===== config.mk =====
export PLATFORM = sky130hd
export DESIGN_NAME = mm_sdiv
export DESIGN_NICKNAME = d
export VERILOG_FILES = /design/src/rtl/mm_sdiv_pkg.sv /design/src/rtl/mm_sdiv_prep.sv /design/src/rtl/mm_sdiv_core.sv /design/src/rtl/mm_sdiv_fix.sv /design/src/rtl/mm_sdiv.sv
export SDC_FILE = /design/constraint.sdc
export NUM_CORES = 1
export LEC_CHECK = 0
export BUFFER_PORTS_ARGS = -buffer_cell sky130_fd_sc_hd__buf_2
export CELL_PAD_IN_SITES_DETAIL_PLACEMENT = 1
export CELL_PAD_IN_SITES_GLOBAL_PLACEMENT = 1
export CORE_MARGIN = 8
export CORE_UTILIZATION = 54
export CTS_BUF_LIST = sky130_fd_sc_hd__clkbuf_8
export DETAILED_ROUTE_END_ITERATION = 8
export GPL_TIMING_DRIVEN = 1
export PLACE_DENSITY_LB_ADDON = 0.1
export SLEW_MARGIN = 15
export SYNTH_ARGS = -nofsm -noshare
export SYNTH_HDL_FRONTEND = slang
export SYNTH_HIERARCHICAL = 1
export SYNTH_SLANG_ARGS = --single-unit

===== constraint.sdc =====
create_clock -name clk -period 8.8 [get_ports clk]
set_input_delay 1.76 -clock clk [delete_from_list [all_inputs] [get_ports clk]]
set_output_delay 1.76 -clock clk [all_outputs]
set_load 0.03 [all_outputs]

===== src/rtl/mm_sdiv_pkg.sv =====
package mm_sdiv_pkg;
   typedef enum logic [1:0] {
      MODE_NARROW = 2'd0,
      MODE_MIXED  = 2'd1,
      MODE_WIDE   = 2'd2,
      MODE_MIXED3 = 2'd3
   } div_mode_e;

   localparam int REG_CTRL  = 0;
   localparam int REG_NUM   = 1;
   localparam int REG_DEN   = 3;
   localparam int REG_QUO   = 5;
   localparam int REG_REM   = 7;
   localparam int REG_COUNT = 9;

   localparam int BUSY_BIT  = 15;
   localparam int ERR_BIT   = 14;
   localparam int CTRL_W    = 16;
endpackage


===== src/rtl/mm_sdiv_prep.sv =====
module mm_sdiv_prep
   import mm_sdiv_pkg::*;
#(
   parameter int DW = 64,
   parameter int HW = 32
) (
   input  logic [1:0]    mode,
   input  logic [DW-1:0] num_raw,
   input  logic [DW-1:0] den_raw,
   output logic [DW-1:0] num_eff,
   output logic [DW-1:0] den_eff,
   output logic [DW-1:0] num_mag,
   output logic [DW-1:0] den_mag,
   output logic          num_neg,
   output logic          den_neg,
   output logic          den_zero,
   output logic          ovf
);
   localparam logic [DW-1:0] MOST_NEG = {1'b1, {(DW-1){1'b0}}};

   logic [DW-1:0] num_sx, den_sx;

   assign num_sx = {{(DW-HW){num_raw[HW-1]}}, num_raw[HW-1:0]};
   assign den_sx = {{(DW-HW){den_raw[HW-1]}}, den_raw[HW-1:0]};

   always_comb begin
      num_eff = (div_mode_e'(mode) == MODE_NARROW) ? num_sx : num_raw;
      den_eff = (div_mode_e'(mode) == MODE_WIDE)   ? den_raw : den_sx;
   end

   assign num_neg  = num_eff[DW-1];
   assign den_neg  = den_eff[DW-1];
   assign num_mag  = num_neg ? (DW'(0) - num_eff) : num_eff;
   assign den_mag  = den_neg ? (DW'(0) - den_eff) : den_eff;
   assign den_zero = (den_eff == '0);
   assign ovf      = (num_eff == MOST_NEG) && (den_eff == '1);
endmodule


===== src/rtl/mm_sdiv_core.sv =====
module mm_sdiv_core #(
   parameter int DW = 64
) (
   input  logic          clk,
   input  logic          rst_n,
   input  logic          load,
   input  logic          go,
   input  logic [DW-1:0] dvd,
   input  logic [DW-1:0] dvs,
   output logic          run,
   output logic          done,
   output logic [DW-1:0] q_next,
   output logic [DW-1:0] r_next
);
   localparam int CW = $clog2(DW + 1);

   logic          run_q;
   logic [CW-1:0] cnt_q;
   logic [DW-1:0] quo_q, rem_q, dvs_q;
   logic [DW:0]   trial, diff;
   logic          fits;

   assign trial  = {rem_q, quo_q[DW-1]};
   assign diff   = trial - {1'b0, dvs_q};
   assign fits   = ~diff[DW];
   assign q_next = {quo_q[DW-2:0], fits};
   assign r_next = fits ? diff[DW-1:0] : trial[DW-1:0];
   assign run    = run_q;
   assign done   = run_q && (cnt_q == CW'(1)) && !load;

   always_ff @(posedge clk or negedge rst_n) begin
      if (!rst_n) begin
         run_q <= 1'b0;
         cnt_q <= '0;
         quo_q <= '0;
         rem_q <= '0;
         dvs_q <= '0;
      end else if (load) begin
         run_q <= go;
         cnt_q <= CW'(DW);
         quo_q <= dvd;
         rem_q <= '0;
         dvs_q <= dvs;
      end else if (run_q) begin
         quo_q <= q_next;
         rem_q <= r_next;
         cnt_q <= cnt_q - CW'(1);
         if (cnt_q == CW'(1)) run_q <= 1'b0;
      end
   end
endmodule


===== src/rtl/mm_sdiv_fix.sv =====
module mm_sdiv_fix #(
   parameter int DW = 64
) (
   input  logic [DW-1:0] q_mag,
   input  logic [DW-1:0] r_mag,
   input  logic          q_neg,
   input  logic          r_neg,
   output logic [DW-1:0] quo,
   output logic [DW-1:0] rem
);
   assign quo = q_neg ? (DW'(0) - q_mag) : q_mag;
   assign rem = r_neg ? (DW'(0) - r_mag) : r_mag;
endmodule


===== src/rtl/mm_sdiv.sv =====
module mm_sdiv
   import mm_sdiv_pkg::*;
#(
   parameter int DW = 64,
   parameter int BW = 32,
   parameter int AW = 4
) (
   input  logic          clk,
   input  logic          rst_n,
   input  logic          wr_en,
   input  logic [AW-1:0] wr_addr,
   input  logic [BW-1:0] wr_data,
   input  logic [AW-1:0] rd_addr,
   output logic [BW-1:0] rd_data
);
   localparam int NW = DW / BW;

   if (DW != 2 * BW) begin : g_bad_width
      $error("mm_sdiv: DW must be twice BW");
   end
   if (BW < CTRL_W) begin : g_bad_bus
      $error("mm_sdiv: BW too narrow for the control word");
   end
   if ((1 << AW) < REG_COUNT) begin : g_bad_addr
      $error("mm_sdiv: AW too small for the register map");
   end

   logic [1:0]    mode_q;
   logic [DW-1:0] num_q, den_q, quo_q, rem_q;
   logic [DW-1:0] num_nx, den_nx;
   logic          err_q, launch_q, qneg_q, rneg_q;
   logic          start, busy;

   logic [DW-1:0] num_eff, den_eff, num_mag, den_mag;
   logic          num_neg, den_neg, den_zero, ovf;
   logic          core_run, core_done;
   logic [DW-1:0] core_q, core_r, fix_q, fix_r;

   logic [BW-1:0] words [REG_COUNT];

   assign start = wr_en && (wr_addr < AW'(REG_QUO));
   assign busy  = launch_q | core_run;

   for (genvar w = 0; w < NW; w++) begin : g_word
      assign num_nx[w*BW +: BW] = (wr_en && wr_addr == AW'(REG_NUM + w)) ?
                                  wr_data : num_q[w*BW +: BW];
      assign den_nx[w*BW +: BW] = (wr_en && wr_addr == AW'(REG_DEN + w)) ?
                                  wr_data : den_q[w*BW +: BW];
      assign words[REG_NUM + w] = num_q[w*BW +: BW];
      assign words[REG_DEN + w] = den_q[w*BW +: BW];
      assign words[REG_QUO + w] = quo_q[w*BW +: BW];
      assign words[REG_REM + w] = rem_q[w*BW +: BW];
   end

   always_comb begin
      words[REG_CTRL]           = '0;
      words[REG_CTRL][1:0]      = mode_q;
      words[REG_CTRL][ERR_BIT]  = err_q;
      words[REG_CTRL][BUSY_BIT] = busy;
   end

   always_comb begin
      rd_data = '0;
      for (int i = 0; i < REG_COUNT; i++) begin
         if (rd_addr == AW'(i)) rd_data = words[i];
      end
   end

   mm_sdiv_prep #(.DW(DW), .HW(BW)) u_prep (
      .mode     (mode_q),
      .num_raw  (num_q),
      .den_raw  (den_q),
      .num_eff  (num_eff),
      .den_eff  (den_eff),
      .num_mag  (num_mag),
      .den_mag  (den_mag),
      .num_neg  (num_neg),
      .den_neg  (den_neg),
      .den_zero (den_zero),
      .ovf      (ovf)
   );

   mm_sdiv_core #(.DW(DW)) u_core (
      .clk    (clk),
      .rst_n  (rst_n),
      .load   (launch_q),
      .go     (!(den_zero || ovf)),
      .dvd    (num_mag),
      .dvs    (den_mag),
      .run    (core_run),
      .done   (core_done),
      .q_next (core_q),
      .r_next (core_r)
   );

   mm_sdiv_fix #(.DW(DW)) u_fix (
      .q_mag (core_q),
      .r_mag (core_r),
      .q_neg (qneg_q),
      .r_neg (rneg_q),
      .quo   (fix_q),
      .rem   (fix_r)
   );

   always_ff @(posedge clk or negedge rst_n) begin
      if (!rst_n) begin
         mode_q   <= '0;
         num_q    <= '0;
         den_q    <= '0;
         launch_q <= 1'b0;
      end else begin
         num_q    <= num_nx;
         den_q    <= den_nx;
         launch_q <= start;
         if (wr_en && wr_addr == AW'(REG_CTRL)) mode_q <= wr_data[1:0];
      end
   end

   always_ff @(posedge clk or negedge rst_n) begin
      if (!rst_n) begin
         quo_q  <= '0;
         rem_q  <= '0;
         err_q  <= 1'b0;
         qneg_q <= 1'b0;
         rneg_q <= 1'b0;
      end else if (launch_q) begin
         if (den_zero) begin
            quo_q <= {{(DW-1){1'b0}}, num_neg};
            rem_q <= num_eff;
            err_q <= 1'b1;
         end else if (ovf) begin
            quo_q <= num_eff;
            err_q <= 1'b1;
         end else begin
            err_q  <= 1'b0;
            qneg_q <= num_neg ^ den_neg;
            rneg_q <= num_neg;
         end
      end else if (core_done) begin
         quo_q <= fix_q;
         rem_q <= fix_r;
      end
   end
endmodule


==> summary.md <==
| Metric | Value |
|---|---|
| Core Footprint | `63200 um2` |
| Vias in the first global route | `33.70k` |
| Pins Over Slew Limit | `0` |
| Tightest Pin Transition | `between 1 and 1.5 ns` |
| Clk_skew | `0.04506 ns` |
| Ys Warns | `6` |
| IR Drop Worst-Case VDD | `about 0.00024 V` |
| Layout cell share with drive strength beyond 1 | `14.39%` |
| Setup Crit Path Kind | `flop to flop` |
| GP Congestion | `1.020` |
| Min cycle time layout | `7.275 ns` |
| Worst-Skew Late Latency | `around 0.7 ns` |
| Avg Cell Area, Syn | `8.607 um2` |
| Wire per inst | `between 30 and 40 um` |
| Setup bufs post-CTS | `0` |
| Syn_nets | `slightly above 4k` |
| # rows | `92` |
| Crit start category | `flop` |
| Io pins | `75` |
| Arrival @ worst endpoint | `7.87 ns` |
| Nets | `3986` |
| Worst-case clock buffer depth | `3` |
| CTS Sinks | `462` |
| H-tree levels | `3` |
| Rel. slew slack | `8.633%` |
| Post-DRT Antenna Nets | `0` |
| Initial DRT Pass Iterations | `6` |
| Remaining Overflow, GRT | `0` |
| TNS Setup | `0 ns` |
| Max Clk Rate | `137.5 MHz` |
| PD cells | `460.4 nW/um2` |
| Die area | `72330 um2` |
| Clk root buf | `clkbuf_8` |
| Area Overhead vs Synth | `5.468%` |
| Post-Synthesis Cells | `4014` |
| Post_cts resized | `0` |
| Clk slew on worst S/H paths | `0.06 ns` |
| DIE WIDTH | `between 200 and 300 um` |
| FILL cells | `around 7.4k` |
| LEAKAGE | `15.39 nW` |
| Unrepaired setup endpoints after global routing | `no` |
| Largest net degree at the start of global routing | `172` |
| CP Capture Type | `flop` |
| Starting utilization of the core area | `54.67%` |
| Req. time, crit path | `~9.4 ns` |
| Fin crit share | `between 80% and 90%` |
| Initial antenna violation count | `9` |
| Area of the multi-input gates | `approximately 20000 um2` |
| Max-Cap Viols | `0` |
| IO Port Bufs | `74` |
| Gr usage total | `39.74%` |
| CTS tree | `built` |
| Routed WL | `147100 um` |
| Reg area | `~12000 um2` |
| Cts hold-fix bufs | `0` |
| # DRC | `0` |
| Vias | `33.51k` |
| Post-Syn Area | `34550 um2` |
| Initial DRC count | `4174` |
| Max Fanout on Critical Path | `33` |
| Fin util | `57.66%` |
| Via/cell ratio | `6.987` |
| First-pass GRT wire length | `approximately 220000 um` |
| Min-Delay Path Class | `flop to flop` |
| CTS Buf Count | `87` |
| Status | `completed` |
| Die Height | `268.9 um` |
| Setup-failing EPs final | `0` |
| Final hold viol count | `0` |
| Post-DP HPWL | `108400 um` |
path summary, 6_finish.rpt:
check,depth (start not counted),endpoint,slack (ns),start
worst max-delay path,22,rem_q[63]$_DFFE_PN0P_,1.53,u_core/quo_q[63]$_DFFE_PN0P_
worst min-delay path,2,rem_q[13]$_DFFE_PN0P_,0.48,rem_q[13]$_DFFE_PN0P_
worst max register to register,22,rem_q[63]$_DFFE_PN0P_,1.53,u_core/quo_q[63]$_DFFE_PN0P_
worst min register to register,2,rem_q[13]$_DFFE_PN0P_,0.48,rem_q[13]$_DFFE_PN0P_
max in group asynchronous,2,launch_q$_DFF_PN0_,6.27,rst_n
min in group asynchronous,1,u_core/rem_q[9]$_DFFE_PN0P_,1.01,rst_n
layout by cell type (no fill, tap or decap), drive strengths merged, types with 25 or more instances in the layout:
cell type  instances
nor3              65
clkbuf           110
a31oi             37
dfrtp            462
o21a              61
a221oi            61
nand2            474
o21ai            364
o31ai             68
mux2             214
o21bai            25
a21o              29
inv              190
o41ai             48
or4               45
a22o              25
a21oi            221
ha                71
nor2             263
mux2i            153
nand4             57
nor2b             26
nand3             40
nand2b            31
nor4              52
or3               48
buf              140
xor2              89
xnor2            207
a22oi             28
routing by layer:
layer	wire, um	vias up	track usage [%]
met5	26	-	0
met4	8838	4	20.68
met3	16460	505	12.18
met2	63480	2055	59.25
met1	58340	16850	51.67
li1	-	14100	-
final cells by class:
class	instances	share of cell area [%]
diodes	9	0.06181
multi-input cells	3021	56.17
inverters	159	1.638
clock inverters	49	0.7795
clock buffers	110	4.155
repair buffers	140	2.541
well taps	846	2.905
flip-flops and latches	462	31.75
registers in the layout, summed over array words and instances (netlist names), 2 cells and up:
register / count
mode_q: 2
den_q: 64
quo_q: 64
rem_q: 64
u_core/cnt_q: 7
u_core/dvs_q: 64
u_core/quo_q: 64
u_core/rem_q: 64
num_q: 64
metrics by stage:
stage,hold WS [ns],power (mW),setup WS [ns],std cells,cell area [um2]
floorplan,0.4444,10.84,3.697,4014,34550
global route,0.4960,17.54,1.297,4790,36420
global placement,0.4599,13.77,1.948,4627,34580
finish,0.4788,16.78,1.525,4796,36440
CTS,0.4832,16.47,1.698,4786,36380
detailed placement,0.4708,14.17,1.725,4627,34580
report_power, final:
part           total [mW]  switching (mW)  internal, mW  leakage, nW
sequential           4.03            1.10          2.93         5.71
combinational        10.5            6.69          3.85         8.63
clock                2.21            1.05          1.16         1.05
total                16.8            8.83          7.94         15.4
critical path: stages, from the launching register on:
cell      delay [ns]
dfrtp_1         0.41
inv_1           0.09
ha_1            0.22
fa_1            0.24
nor2b_1         0.08
o31a_1          0.28
o31ai_1         0.38
nand3b_2        0.19
a31oi_4         0.30
o21ai_2         0.17
a21oi_4         0.23
xnor2_2         0.08
buf_4           0.22
inv_2           0.68
buf_4           0.44
mux2_2          0.41
or4_1           0.68
nor4_4          0.40
nand4_1         0.60
o41ai_1         0.60
xnor2_1         0.18
mux2i_1         0.09
o21ai_0         0.21
No activity file was read; power rests on OpenSTA's default activity.
